**src/rtl/rxs_pkg.sv**
```systemverilog
package rxs_pkg;
  parameter int unsigned RXS_WORD_W = 16;

  typedef struct packed {
    logic                  pair;  // 1: I/Q pair, 0: single readback word
    logic [RXS_WORD_W-1:0] w0;
    logic [RXS_WORD_W-1:0] w1;
  } rxs_item_t;
endpackage

```
**src/rtl/rxs_clkdiv.sv**
```systemverilog
module rxs_clkdiv #(
  parameter int unsigned FAST_DIV = 2,
  parameter int unsigned SLOW_DIV = 4
) (
  input  logic clk_i,
  input  logic rst_ni,
  input  logic en_i,
  input  logic slow_i,
  output logic sclk_o,
  output logic tick_o,
  output logic slow_o
);
  localparam int unsigned CNT_W = $clog2(SLOW_DIV);
  localparam logic [CNT_W-1:0] FAST_LAST = CNT_W'(FAST_DIV - 1);
  localparam logic [CNT_W-1:0] SLOW_LAST = CNT_W'(SLOW_DIV - 1);
  localparam logic [CNT_W-1:0] FAST_HALF = CNT_W'(FAST_DIV / 2);
  localparam logic [CNT_W-1:0] SLOW_HALF = CNT_W'(SLOW_DIV / 2);

  logic [CNT_W-1:0] cnt_q, last, half;
  logic             slow_q;

  assign last   = slow_q ? SLOW_LAST : FAST_LAST;
  assign half   = slow_q ? SLOW_HALF : FAST_HALF;
  assign tick_o = en_i && (cnt_q == last);
  assign sclk_o = (cnt_q >= half);
  assign slow_o = slow_q;

  // rate is latched only while disabled so sclk never glitches mid-stream
  always_ff @(posedge clk_i or negedge rst_ni) begin
    if (!rst_ni) begin
      cnt_q  <= '0;
      slow_q <= 1'b0;
    end else if (!en_i) begin
      cnt_q  <= '0;
      slow_q <= slow_i;
    end else if (tick_o) begin
      cnt_q  <= '0;
    end else begin
      cnt_q  <= cnt_q + 1'b1;
    end
  end

  AST_FAST_TOGGLE: assert property (@(posedge clk_i) disable iff (!rst_ni)
    ($past(en_i) && !slow_q && !$past(slow_q)) |-> (sclk_o != $past(sclk_o)))
    else $error("fast sclk did not toggle");

  AST_IDLE_LOW: assert property (@(posedge clk_i) disable iff (!rst_ni)
    !$past(en_i) |-> !sclk_o)
    else $error("sclk high while disabled");
endmodule

```
**src/rtl/rxs_ingress.sv**
```systemverilog
module rxs_ingress
  import rxs_pkg::*;
#(
  parameter int unsigned ADDR_W = 7,
  parameter int unsigned RDAT_W = 8
) (
  input  logic                  clk_i,
  input  logic                  rst_ni,
  input  logic                  en_i,
  input  logic                  slow_i,
  input  logic                  rb_mode_i,
  input  logic                  smp_valid_i,
  input  logic [RXS_WORD_W-1:0] smp_i_i,
  input  logic [RXS_WORD_W-1:0] smp_q_i,
  input  logic                  rb_valid_i,
  input  logic [ADDR_W-1:0]     rb_addr_i,
  input  logic [RDAT_W-1:0]     rb_data_i,
  input  logic                  pop_i,
  output logic                  full_o,
  output rxs_item_t             item_o,
  output logic                  overrun_o
);
  localparam int unsigned PAD_W = RXS_WORD_W - ADDR_W - RDAT_W;

  logic      keep_ph_q, keep, push, full_q, overrun_q;
  rxs_item_t item_q, new_item;

  // in 4x mode keep phase 0, drop phase 1
  assign keep = !slow_i || !keep_ph_q;
  assign push = en_i && (rb_mode_i ? rb_valid_i : (smp_valid_i && keep));

  always_comb begin
    if (rb_mode_i) begin
      new_item.pair = 1'b0;
      new_item.w0   = {{PAD_W{1'b0}}, rb_addr_i, rb_data_i};
      new_item.w1   = '0;
    end else begin
      new_item.pair = 1'b1;
      new_item.w0   = smp_i_i;
      new_item.w1   = smp_q_i;
    end
  end

  always_ff @(posedge clk_i or negedge rst_ni) begin
    if (!rst_ni) begin
      keep_ph_q <= 1'b0;
      full_q    <= 1'b0;
      overrun_q <= 1'b0;
      item_q    <= '0;
    end else if (!en_i) begin
      keep_ph_q <= 1'b0;
      full_q    <= 1'b0;
      overrun_q <= 1'b0;
    end else begin
      if (!rb_mode_i && smp_valid_i && slow_i) keep_ph_q <= !keep_ph_q;
      if (push && (!full_q || pop_i)) begin
        full_q <= 1'b1;
        item_q <= new_item;
      end else if (pop_i) begin
        full_q <= 1'b0;
      end
      if (push && full_q && !pop_i) overrun_q <= 1'b1;
    end
  end

  assign full_o    = full_q;
  assign item_o    = item_q;
  assign overrun_o = overrun_q;

  AST_OVR_DROP: assert property (@(posedge clk_i) disable iff (!rst_ni)
    (push && full_q && !pop_i) |=> (overrun_q && full_q && $stable(item_q)))
    else $error("overrun not flagged or buffer overwritten");

  AST_POP_FULL: assert property (@(posedge clk_i) disable iff (!rst_ni)
    pop_i |-> full_q)
    else $error("pop from empty buffer");
endmodule

```
**src/rtl/rxs_shifter.sv**
```systemverilog
module rxs_shifter
  import rxs_pkg::*;
(
  input  logic      clk_i,
  input  logic      rst_ni,
  input  logic      en_i,
  input  logic      tick_i,
  input  logic      lsb_first_i,
  input  logic      full_i,
  input  rxs_item_t item_i,
  output logic      pop_o,
  output logic      sdata_o,
  output logic      wstrb_o,
  output logic      word_q_o
);
  localparam int unsigned WORD_W = RXS_WORD_W;
  localparam int unsigned BIT_W  = $clog2(WORD_W);
  localparam logic [BIT_W-1:0] LAST_BIT = BIT_W'(WORD_W - 1);

  logic [WORD_W-1:0] sh_q, q_word_q;
  logic [BIT_W-1:0]  bit_q;
  logic              busy_q, q_pend_q, cur_q_q, need_new;

  function automatic logic [WORD_W-1:0] order(input logic [WORD_W-1:0] w, input logic lsb);
    logic [WORD_W-1:0] r;
    for (int k = 0; k < WORD_W; k++) r[k] = w[WORD_W-1-k];
    return lsb ? r : w;
  endfunction

  assign need_new = !busy_q || (bit_q == LAST_BIT);
  assign pop_o    = tick_i && need_new && !q_pend_q && full_i;

  always_ff @(posedge clk_i or negedge rst_ni) begin
    if (!rst_ni) begin
      sh_q     <= '0;
      q_word_q <= '0;
      bit_q    <= '0;
      busy_q   <= 1'b0;
      q_pend_q <= 1'b0;
      cur_q_q  <= 1'b0;
    end else if (!en_i) begin
      sh_q     <= '0;
      bit_q    <= '0;
      busy_q   <= 1'b0;
      q_pend_q <= 1'b0;
      cur_q_q  <= 1'b0;
    end else if (tick_i) begin
      if (need_new) begin
        bit_q <= '0;
        if (q_pend_q) begin
          sh_q     <= order(q_word_q, lsb_first_i);
          cur_q_q  <= 1'b1;
          q_pend_q <= 1'b0;
          busy_q   <= 1'b1;
        end else if (full_i) begin
          sh_q     <= order(item_i.w0, lsb_first_i);
          q_word_q <= item_i.w1;
          q_pend_q <= item_i.pair;
          cur_q_q  <= 1'b0;
          busy_q   <= 1'b1;
        end else begin
          sh_q    <= '0;
          cur_q_q <= 1'b0;
          busy_q  <= 1'b0;
        end
      end else begin
        sh_q  <= sh_q << 1;
        bit_q <= bit_q + 1'b1;
      end
    end
  end

  assign sdata_o  = busy_q & sh_q[WORD_W-1];
  assign wstrb_o  = busy_q && (bit_q == '0);
  assign word_q_o = busy_q && cur_q_q;

  AST_IDLE_QUIET: assert property (@(posedge clk_i) disable iff (!rst_ni)
    !$past(en_i) |-> (!wstrb_o && !sdata_o && !word_q_o))
    else $error("output activity while disabled");

  AST_Q_AFTER_I: assert property (@(posedge clk_i) disable iff (!rst_ni)
    (tick_i && q_pend_q && busy_q && bit_q == LAST_BIT) |=> (wstrb_o && word_q_o))
    else $error("Q word did not follow I word");
endmodule

```
**src/rtl/rxs_out_port.sv**
```systemverilog
module rxs_out_port
  import rxs_pkg::*;
#(
  parameter int unsigned FAST_DIV = 2,
  parameter int unsigned SLOW_DIV = 4,
  parameter int unsigned ADDR_W   = 7,
  parameter int unsigned RDAT_W   = 8
) (
  input  logic                  clk_i,
  input  logic                  rst_ni,
  input  logic                  rx_en_i,
  input  logic                  rate_4x_i,
  input  logic                  lsb_first_i,
  input  logic                  rb_mode_i,
  input  logic                  smp_valid_i,
  input  logic [RXS_WORD_W-1:0] smp_i_i,
  input  logic [RXS_WORD_W-1:0] smp_q_i,
  input  logic                  rb_valid_i,
  input  logic [ADDR_W-1:0]     rb_addr_i,
  input  logic [RDAT_W-1:0]     rb_data_i,
  output logic                  sclk_o,
  output logic                  sdata_o,
  output logic                  wstrb_o,
  output logic                  word_q_o,
  output logic                  overrun_o
);
  logic      tick, slow, pop, full;
  rxs_item_t item;

  rxs_clkdiv #(.FAST_DIV(FAST_DIV), .SLOW_DIV(SLOW_DIV)) u_div (
    .clk_i  (clk_i),
    .rst_ni (rst_ni),
    .en_i   (rx_en_i),
    .slow_i (rate_4x_i),
    .sclk_o (sclk_o),
    .tick_o (tick),
    .slow_o (slow)
  );

  rxs_ingress #(.ADDR_W(ADDR_W), .RDAT_W(RDAT_W)) u_ing (
    .clk_i       (clk_i),
    .rst_ni      (rst_ni),
    .en_i        (rx_en_i),
    .slow_i      (slow),
    .rb_mode_i   (rb_mode_i),
    .smp_valid_i (smp_valid_i),
    .smp_i_i     (smp_i_i),
    .smp_q_i     (smp_q_i),
    .rb_valid_i  (rb_valid_i),
    .rb_addr_i   (rb_addr_i),
    .rb_data_i   (rb_data_i),
    .pop_i       (pop),
    .full_o      (full),
    .item_o      (item),
    .overrun_o   (overrun_o)
  );

  rxs_shifter u_sh (
    .clk_i       (clk_i),
    .rst_ni      (rst_ni),
    .en_i        (rx_en_i),
    .tick_i      (tick),
    .lsb_first_i (lsb_first_i),
    .full_i      (full),
    .item_i      (item),
    .pop_o       (pop),
    .sdata_o     (sdata_o),
    .wstrb_o     (wstrb_o),
    .word_q_o    (word_q_o)
  );

  AST_DATA_STABLE: assert property (@(posedge clk_i) disable iff (!rst_ni)
    ($past(rx_en_i) && !$fell(sclk_o)) |-> ($stable(sdata_o) && $stable(wstrb_o) && $stable(word_q_o)))
    else $error("serial data changed away from sclk fall");
endmodule

```
**config.mk**
```make
export PLATFORM = sky130hd
export DESIGN_NAME = rxs_out_port
export DESIGN_NICKNAME = d
export VERILOG_FILES = /design/src/rtl/rxs_pkg.sv /design/src/rtl/rxs_clkdiv.sv /design/src/rtl/rxs_ingress.sv /design/src/rtl/rxs_shifter.sv /design/src/rtl/rxs_out_port.sv
export SDC_FILE = /design/constraint.sdc
export NUM_CORES = 1
export LEC_CHECK = 0
export ABC_AREA = 1
export BUFFER_PORTS_ARGS = -buffer_cell sky130_fd_sc_hd__buf_4
export CELL_PAD_IN_SITES_DETAIL_PLACEMENT = 0
export CELL_PAD_IN_SITES_GLOBAL_PLACEMENT = 1
export CORE_UTILIZATION = 41
export CTS_CLUSTER_DIAMETER = 60
export DETAILED_ROUTE_END_ITERATION = 8
export MAX_ROUTING_LAYER = met4
export PLACE_DENSITY = 0.86
export SLEW_MARGIN = 0
export SYNTH_ARGS = -nofsm -noshare
export SYNTH_HDL_FRONTEND = slang
export SYNTH_HIERARCHICAL = 1
export SYNTH_SLANG_ARGS = --single-unit
```
**constraint.sdc**
```tcl
create_clock -name clk_i -period 2.3 [get_ports clk_i]
set_input_delay 0.115 -clock clk_i [delete_from_list [all_inputs] [get_ports clk_i]]
set_output_delay 0.115 -clock clk_i [all_outputs]
set_load 0.01 [all_outputs]
```
# Word level (Yosys, flattened, before mapping)
# Index checks and enable logic that the tools add are counted.
# totals
inputBits,55
mem_count,0
out_inout_bits,5
ramBits,0
elab_cells,90
latch_bits,0
rom_bits,0
reg_bits,78
# classes
muxes,37
reduce_logical,27
n_div,0
n_eq_ne,7
magnitude_cmp,1
n_mul,0
n_addsub,2
bitwise_logic,2
shifts,0
# ops
cell,n
16-bit 2-to-1 mux,7
33-bit 2-to-1 mux,1
1-bit 2-to-1 mux,22
1-bit logical AND,13
4-bit 2-to-1 mux,3
2-bit 2-to-1 mux,4
"2-bit by 1-bit inequality test with 1-bit output, second input constant",4
1-bit logical NOT,7
5-bit AND reduction,1
"4-bit by 1-bit adder with 4-bit output, second input constant",1
"4-bit == test, second input constant",1
4-bit logical NOT,1
2-bit AND reduction,2
1-bit logical OR,3
"3-bit by 1-bit inequality test with 1-bit output, second input constant",1
"2-bit by 1-bit adder with 2-bit output, second input constant",1
2-bit == test,1
2-bit greater-or-equal comparator,1
1-bit bitwise AND,1
1-bit inverter,1

# Depth between registers and ports, before layout
# Gate-level depths: netlist of the first run.
# depth
word_depth,10
mapped_depth,12
ltp_nobuf,11

# Cells and area by module
# Netlist of the first run, hierarchy kept.
# by_module_without_submodules
module,cells_per_inst,n_inst,seq_area_each_um2,area_each_um2
rxs_shifter,400,1,975.9,2526.2
rxs_ingress,230,1,900.9,1799.2
rxs_clkdiv,23,1,75.1,180.2

# Worst setup path after synthesis of the first run
# Ideal clock, no wire load.
# synth_path
kind,reg-to-reg
start,reg u_div.slow_q (netlist: u_div/slow_o)
end,reg u_ing.item_q (netlist bit u_ing/item_o[4])
path_stages_with_launch,13
slack_ns,0.419
arrival_time_ns,1.764
t_required_ns,2.183
setup_ns,0.117
n_path_buf,1
synth_period_minus_slack_ns,1.881
path_cell_list,dfrtp_1 inv_1 ha_1 nand2_1 nor2_1 nand2_1 nor3_1 nor2_1 nor2_4 nand2_4 buf_6 nand2_1 nand2_1
# synth_via
elab_chain_cells,9
word_cells_on_any_way,14
classes_between,eq/ne: 1; mux: 2; reduce/logical: 11
# synth_rtl
element,line_no,text
"start, declared",rxs_clkdiv.sv:20,logic slow_q;
"start signal, assigned",rxs_clkdiv.sv:35,slow_q <= slow_i;
2-bit 2-to-1 mux,rxs_clkdiv.sv:22,assign last = slow_q ? SLOW_LAST : FAST_LAST;
2-bit == test,rxs_clkdiv.sv:24,assign tick_o = en_i && (cnt_q == last);
1-bit logical AND,rxs_clkdiv.sv:24,
net tick,rxs_out_port.sv:27,"logic tick, slow, pop, full;"
1-bit logical AND (3 in series),rxs_shifter.sv:31,assign pop_o = tick_i && need_new && !q_pend_q && full_i;
net pop,rxs_out_port.sv:27,
1-bit logical OR,rxs_ingress.sv:56,if (push && (!full_q || pop_i)) begin
1-bit logical AND,rxs_ingress.sv:56,
2-bit AND reduction (no source line),--,
"end signal, assigned",rxs_ingress.sv:58,item_q <= new_item;
"end, declared",rxs_ingress.sv:26,"rxs_item_t item_q, new_item;"
# The timed path passes the listed nets, and every way through them passes these cells.
# A chain may end at the register's enable or synchronous reset.

# Worst setup path after layout of the first run
# layout_path
start,reg u_div.slow_q (netlist: u_div/slow_o)
end,reg u_ing.item_q (netlist bit u_ing/item_o[29])
# The elaborated chain is that of the path after synthesis.

==> summary.md, run 1 <==
| Metric | Value |
|---|---|
| DR vias/cell | 4.70 |
| Starting Density | 0.429 |
| Vias in the first global route | 3783 |
| Layout area overhead | 16.4% |
| Largest net degree at the start of global routing | 79 |
| Placed standard-cell area | 4990 um^2 |
| WL/cell | 11.5 um |
| Core area | 10500 um^2 |
| Hold Crit Start | rx_en_i |
| Synth top area cells | dfrtp_1, nand2_1, nand3_1 |
| Die Footprint | 11400 um^2 |
| Worst-path maximum fanout | 30 |
| DR vias | 3956 |
| Crit path DAT | 2410 ps |
| Crit path launch type | flop |
| Reg2Reg Depth | 11 |
| Total nets after synthesis | 712 |
| Drt drc | 0 |
| Worst-Skew Late Latency | 360 ps |
| Leakage power | 2.93 nW |
| Finished Core Util | 0.499 |
| R2R Path End | u_ing/item_o[29] |
| Row Count | 37 |
| Share of cells above drive strength 1 | 0.152 |
| Total routed wirelength | 9.67 mm |
| Fin area | 5250 um^2 |
| Register area | 1950 um^2 |
| Antenna Nets Post-Route | 0 |
| Top-area cell type share of the netlist area | 0.433 |
| Max-cap viol count | 0 |
| R2r startpoint | u_div/slow_o |
| Iteration-0 DRC Markers | 206 |
| Post-Syn Instances | 653 |
| Syn Area/Cell | 6.90 um^2 |
| Chip height | 107 um |
| Final Hold Vio Count | 0 |
| Syn. warnings | 6 |
| Gr usage total | 0.194 |
| Category of the most critical setup path | reg2reg |
| CTS buffer count | 9 |
| Max-slew violations | 0 |
| Hold path depth | 3 |
| First-pass GRT wire length | 17.1 mm |
| HP Class | in2reg |
| Largest area contributor in the netlist | dfrtp_1 |
| Ports | 60 |
| WP data required | 2600 ps |
| Most frequent cells in the layout | nand2_1, dfrtp_1, nand3_1 |
| Most common cell after layout, fill and taps aside | nand2_1 |
| H-tree depth | 3 |
| Total Power | 3.38 mW |
| RSZ-0062 raised after global routing | no |
| Hold EP | u_div/cnt_q[1] |
| Area of the multi-input gates | 2100 um^2 |
| Fillers | 1066 |
| DRT Pass-1 Iters | 4 |
| Post-synthesis register bit count | 78 |
| CTS tree | done |
| R2R Setup Slk | 200 ps |
| Grt total ovfl | 0 |
| Critical path capture point type | flop |
| Clock Pin Slew Worst Setup and Hold Paths | 80 ps |
| Period minus WS final | 2100 ps |
| Setup TNS | 0 ps |
| Distinct cells, synth | 26 |
| Cell Area, Synth | 4510 um^2 |
| Clock Root Buffer | clkbuf_8 |
| Peak supply drop | 0.241 mV |
| Gpl congestion | 0.800 |
| # nets final | 760 |
| HPWL after detailed placement | 7.12 mm |
| Port buffer count | 59 |
| Clock skew | 9.39 ps |
| CTS sink cnt | 78 |
| Initial antenna violation count | 0 |
| Peak Freq | 475 MHz |
| Final worst path period share | 0.915 |
| Least-Margin Pin Slew | 642 ps |
| Antenna Diode Count | 0 |
| PD cells | 645 nW/um^2 |
| Die Span X | 107 um |
| Setup violators final | 0 |
| Result of the run | completed |
| CTS Buffer Depth | 2 |
| Rel. slew slack | 0.571 |
| Sequential share of the synthesized area | 0.433 |
stage by stage:
stage / setup slack [ps] / std cells / hold WS (ps)
after floorplan: 419 / 653 / -181
after global placement: 173 / 823 / 169
after detailed placement: 43.4 / 823 / 172
after CTS: 20.3 / 841 / 24.4
after global routing: 19.8 / 842 / 37.7
final: 196 / 842 / 36.3
cell families (layout without fill, tap and decap cells):
family | count (synthesis) | count (layout) | share of synthesized area
AO/OA/AOI/OAI | 9 | 9 | 0.0128
adder cells (fa/ha/maj) | 4 | 4 | 0.0111
buffers and inverters | 104 | 157 | 0.105
flip-flops | 78 | 78 | 0.433
AND/OR/NAND/NOR | 458 | 458 | 0.438
final cells by class:
class / count / area share
clock inverter: 6 / 0.0134
clock buffer: 10 / 0.0262
multi-input combinational: 471 / 0.399
inverter: 72 / 0.0520
tap: 136 / 0.0324
sequential: 78 / 0.372
timing repair buffer: 69 / 0.104
worst max-delay path, cell delays in order, from the launching register on:
cell	delay, ps
dfrtp_1	390
inv_1	90
ha_1	330
nand2_1	110
nor2_4	150
nand2_1	70
nor3_1	120
nor2_1	120
nor2_4	240
buf_12	210
nand3_1	110
nand2_1	100
cell usage after synthesis:
master / instances
nor2_1: 53
o21ai_0: 3
nand2_4: 4
inv_2: 5
a21oi_1: 3
o22ai_1: 1
dfrtp_1: 78
a21oi_4: 1
nor2_2: 3
nor3_1: 2
nor3_4: 1
inv_4: 1
nand3_2: 2
inv_1: 66
ha_1: 4
clkbuf_1: 7
nand3b_1: 19
buf_2: 14
buf_4: 5
nand3_4: 1
nand2_2: 4
buf_6: 6
nand2_1: 300
o21ai_1: 1
nand3_1: 68
nor2_4: 1
how the worst max path moves through the flow:
stage,start,slack [ps],to
finish,u_div/slow_o,200,u_ing/item_o[29]
CTS,u_div/slow_o,20,u_ing/item_o[25]
global route,u_div/slow_o,20,u_ing/item_o[19]
detailed placement,u_div/slow_o,40,u_ing/item_o[2]
global placement,u_div/slow_o,170,u_ing/item_o[14]
floorplan,u_div/slow_o,420,u_ing/item_o[4]
where the power goes:
group / switching, mW / internal (mW)
combinational: 0.407 / 0.254
clock: 0.524 / 0.538
sequential: 0.112 / 1.55
total: 1.04 / 2.34
state kept, by name (all words and copies together) (netlist names):
signal           count
u_div/cnt_q          2
u_div/slow_o         1
u_ing/full_o         1
u_ing/item_o        33
u_ing/keep_ph_q      1
u_ing/overrun_o      1
u_sh/bit_q           4
u_sh/busy_q          1
u_sh/cur_q_q         1
u_sh/q_pend_q        1
u_sh/q_word_q       16
u_sh/sh_q           16
routing by layer:
layer	GRT usage	up-vias	wire (um)
li1	-	2074	-
met1	0.253	1789	4850
met2	0.308	81	4360
met3	0.0316	12	318
met4	0.0675	0	148
met5	-	-	0
what timing repair did:
item	4_1_cts	5_1_grt
endpoints found under the setup margin	0	40
endpoints found under the hold margin	79	0
hold buffers	2	0
setup buffers	0	1
resized for setup	0	3
Note: power is estimated with default switching activity, not from simulation.
==> run 2, diff against run 1 <==
--- a/config.mk
+++ b/config.mk
@@ -13,5 +13,4 @@
 export CTS_CLUSTER_DIAMETER = 60
 export DETAILED_ROUTE_END_ITERATION = 8
-export MAX_ROUTING_LAYER = met4
 export PLACE_DENSITY = 0.86
 export SLEW_MARGIN = 0
==> constraint.sdc (replaced) <==
create_clock -name clk_i -period 2.3 [get_ports clk_i]
set_input_delay 0.46 -clock clk_i [delete_from_list [all_inputs] [get_ports clk_i]]
set_output_delay 0.46 -clock clk_i [all_outputs]
set_load 0.01 [all_outputs]
==> run 2 against run 1 <==
Sequential cell count stayed put. Sequential power is essentially flat. First-iteration DRC count decreased by 31%. Via count is 0.20% lower. Critical endpoint unchanged.
==> summary.md, run 2 (synthesized netlist as in run 1, its figures left out) <==
| Metric | Value |
|---|---|
| Result of the run | completed (unchanged) |
| Non-Filler Instances | 842 (unchanged) |
| Slowest-stage cell, CP | dfrtp_1 (unchanged) |
| DRT Pass-1 Iters | 4 (unchanged) |
| Max-cap viol count | 0 (unchanged) |
| Core area | 10500 um^2 (unchanged) |
| # nets final | 760 (unchanged) |
| Peak Freq | 471 MHz (was 475 MHz) |
| R2R Setup Slk | 180 ps (was 200 ps) |
| Iteration-0 DRC Markers | 142 (was 206) |
| Critical path's largest stage delay | 390 ps (about the same) |
| Layout area overhead | 17.1% (was 16.4%) |
| Total Power | 3.50 mW (was 3.38 mW) |
| Cell count after placement | 823 (unchanged) |
| Critical path buffers and inverters | 3 (was 2) |
| Setup violators final | 0 (unchanged) |
| Starting Density | 0.429 (unchanged) |
| Switching power | 1.07 mW (was 1.04 mW) |
| Finished Core Util | 0.502 (was 0.499) |
| CP most frequent cell | nand2_1 (unchanged) |
| Final Hold Vio Count | 0 (unchanged) |
| Clock power share | 0.333 (was 0.314) |
| Int Pwr | 2.43 mW (was 2.34 mW) |
| Number of flip-flops in the largest register | 33 (unchanged) |
| Clock Pin Slew Worst Setup and Hold Paths | 90 ps (was 80 ps) |
| Critical-path cell list | inv_1, ha_1, nand2_1, nor2_4, nand2_1, nor3_1, nor2_1, nor2_4, buf_12, buf_12, nand3_1, nand2_1 (was inv_1, ha_1, nand2_1, nor2_4, nand2_1, nor3_1, nor2_1, nor2_4, buf_12, nand3_1, nand2_1) |
| Most common cell after layout, fill and taps aside | nand2_1 (unchanged) |
| Worst-Skew Late Latency | 350 ps (was 360 ps) |
| WL/cell | 11.8 um (was 11.5 um) |
| Vias in the first global route | 3706 (was 3783) |
| Total routed wirelength | 9.94 mm (was 9.67 mm) |
| Gpl congestion | 0.774 (was 0.800) |
| Largest net degree at the start of global routing | 79 (unchanged) |
| Clock skew | 13.7 ps (was 9.39 ps) |
| Die Footprint | 11400 um^2 (unchanged) |
| Worst-path maximum fanout | 17 (was 30) |
| Antenna Diode Count | 0 (unchanged) |
| Peak supply drop | 0.321 mV (was 0.241 mV) |
| Initial antenna violation count | 0 (unchanged) |
| Gate power share | 0.192 (was 0.196) |
| HPWL after detailed placement | 7.05 mm (was 7.12 mm) |
| Antenna Nets Post-Route | 0 (unchanged) |
| Least-Margin Pin Slew | 982 ps (was 642 ps) |
| CTS Buffer Depth | 2 (unchanged) |
| Ports | 60 (unchanged) |
| DR vias/cell | 4.69 (was 4.70) |
| PD cells | 664 nW/um^2 (was 645 nW/um^2) |
| CTS sink cnt | 78 (unchanged) |
| CTS buffer count | 9 (unchanged) |
| Rel. slew slack | 0.345 (was 0.571) |
| Leakage power | 2.94 nW (was 2.93 nW) |
| Share of cells above drive strength 1 | 0.154 (was 0.152) |
| Max-slew violations | 0 (unchanged) |
| Cell family with most CP delay | simple AND/OR/NAND/NOR gates (unchanged) |
| CTS tree | done (unchanged) |
| Period minus WS final | 2120 ps (was 2100 ps) |
| DR vias | 3948 (was 3956) |
| First-pass GRT wire length | 17.1 mm (about the same) |
| Crit path launch type | flop (unchanged) |
| Most frequent cells in the layout | nand2_1, dfrtp_1, nand3_1 (unchanged) |
| Clock Root Buffer | clkbuf_8 (unchanged) |
| Category of the most critical setup path | reg2reg (unchanged) |
| Sw Ratio | 0.305 (was 0.308) |
| Die Span X | 107 um (unchanged) |
| Drt drc | 0 (unchanged) |
| HP Class | in2async (was in2reg) |
| Critical path capture point type | flop (unchanged) |
| Port buffer count | 59 (unchanged) |
| Chip height | 107 um (unchanged) |
| Grt total ovfl | 0 (unchanged) |
| WP data required | 2590 ps (was 2600 ps) |
| H-tree depth | 3 (unchanged) |
| Crit path DAT | 2410 ps (about the same) |
| Final worst path period share | 0.922 (was 0.915) |
| Row Count | 37 (unchanged) |
| Sequential share of power | 0.474 (was 0.490) |
| Gr usage total | 0.187 (was 0.194) |
-- run 2: final cells by class --
class / instances / area (um^2)
inverter: 72 / 273
multi-input combinational: 471 / 2100
tap: 136 / 170
clock buffer: 9 / 124
fill: 1055 / 5230
clock inverter: 7 / 103
sequential: 78 / 1950
timing repair buffer: 69 / 561
-- run 2: stage by stage --
stage          TNS, ps  hold WS, ps  setup slack [ps]  instance area, um^2
6_report             0          262               179                 5280
5_1_grt          -13.6          339             -11.2                 5280
4_1_cts              0          301              90.3                 5210
3_5_place_dp         0          459               136                 4980
3_3_place_gp         0          456               221                 4980
2_1_floorplan        0          164               419                 4510
-- run 2: routing by layer --
metal | global-route usage | routed length [um] | vias up | part of all wire
met5 | 0 | 0 | - | 0
met4 | 0.0411 | 88 | 0 | 0.0089
met3 | 0.0359 | 322 | 9 | 0.032
met2 | 0.286 | 4500 | 74 | 0.45
met1 | 0.273 | 5020 | 1791 | 0.51
li1 | - | - | 2074 | -
-- run 2: power groups by stage --
stage / clock network, mW / logic (mW) / registers (mW)
finish: 1.17 / 0.674 / 1.66
global route: 1.26 / 0.779 / 1.68
CTS: 1.20 / 0.653 / 1.66
detailed placement: 0 / 0.649 / 1.69
global placement: 0 / 0.627 / 1.69
floorplan: 0 / 0.460 / 1.65
-- run 2: worst paths after layout --
path                              startpoint           endpoint  depth (start not counted)
worst min register to register  u_sh/cur_q_q       u_sh/cur_q_q                          2
max in group asynchronous             rst_ni  u_sh/q_word_q[11]                          1
worst max register to register  u_div/slow_o   u_ing/item_o[29]                         12
worst min-delay path                  rst_ni      u_sh/bit_q[3]                          1
min in group clk_i                 rate_4x_i       u_div/slow_o                          3
worst max-delay path            u_div/slow_o   u_ing/item_o[29]                         12
-- run 2: repair_timing --
item                       CTS  global route
hold endpoints to repair     0             0
hold buffers                 0             0
gates resized for setup      0             3
setup endpoints to repair    0            40
buffers inserted             0             2
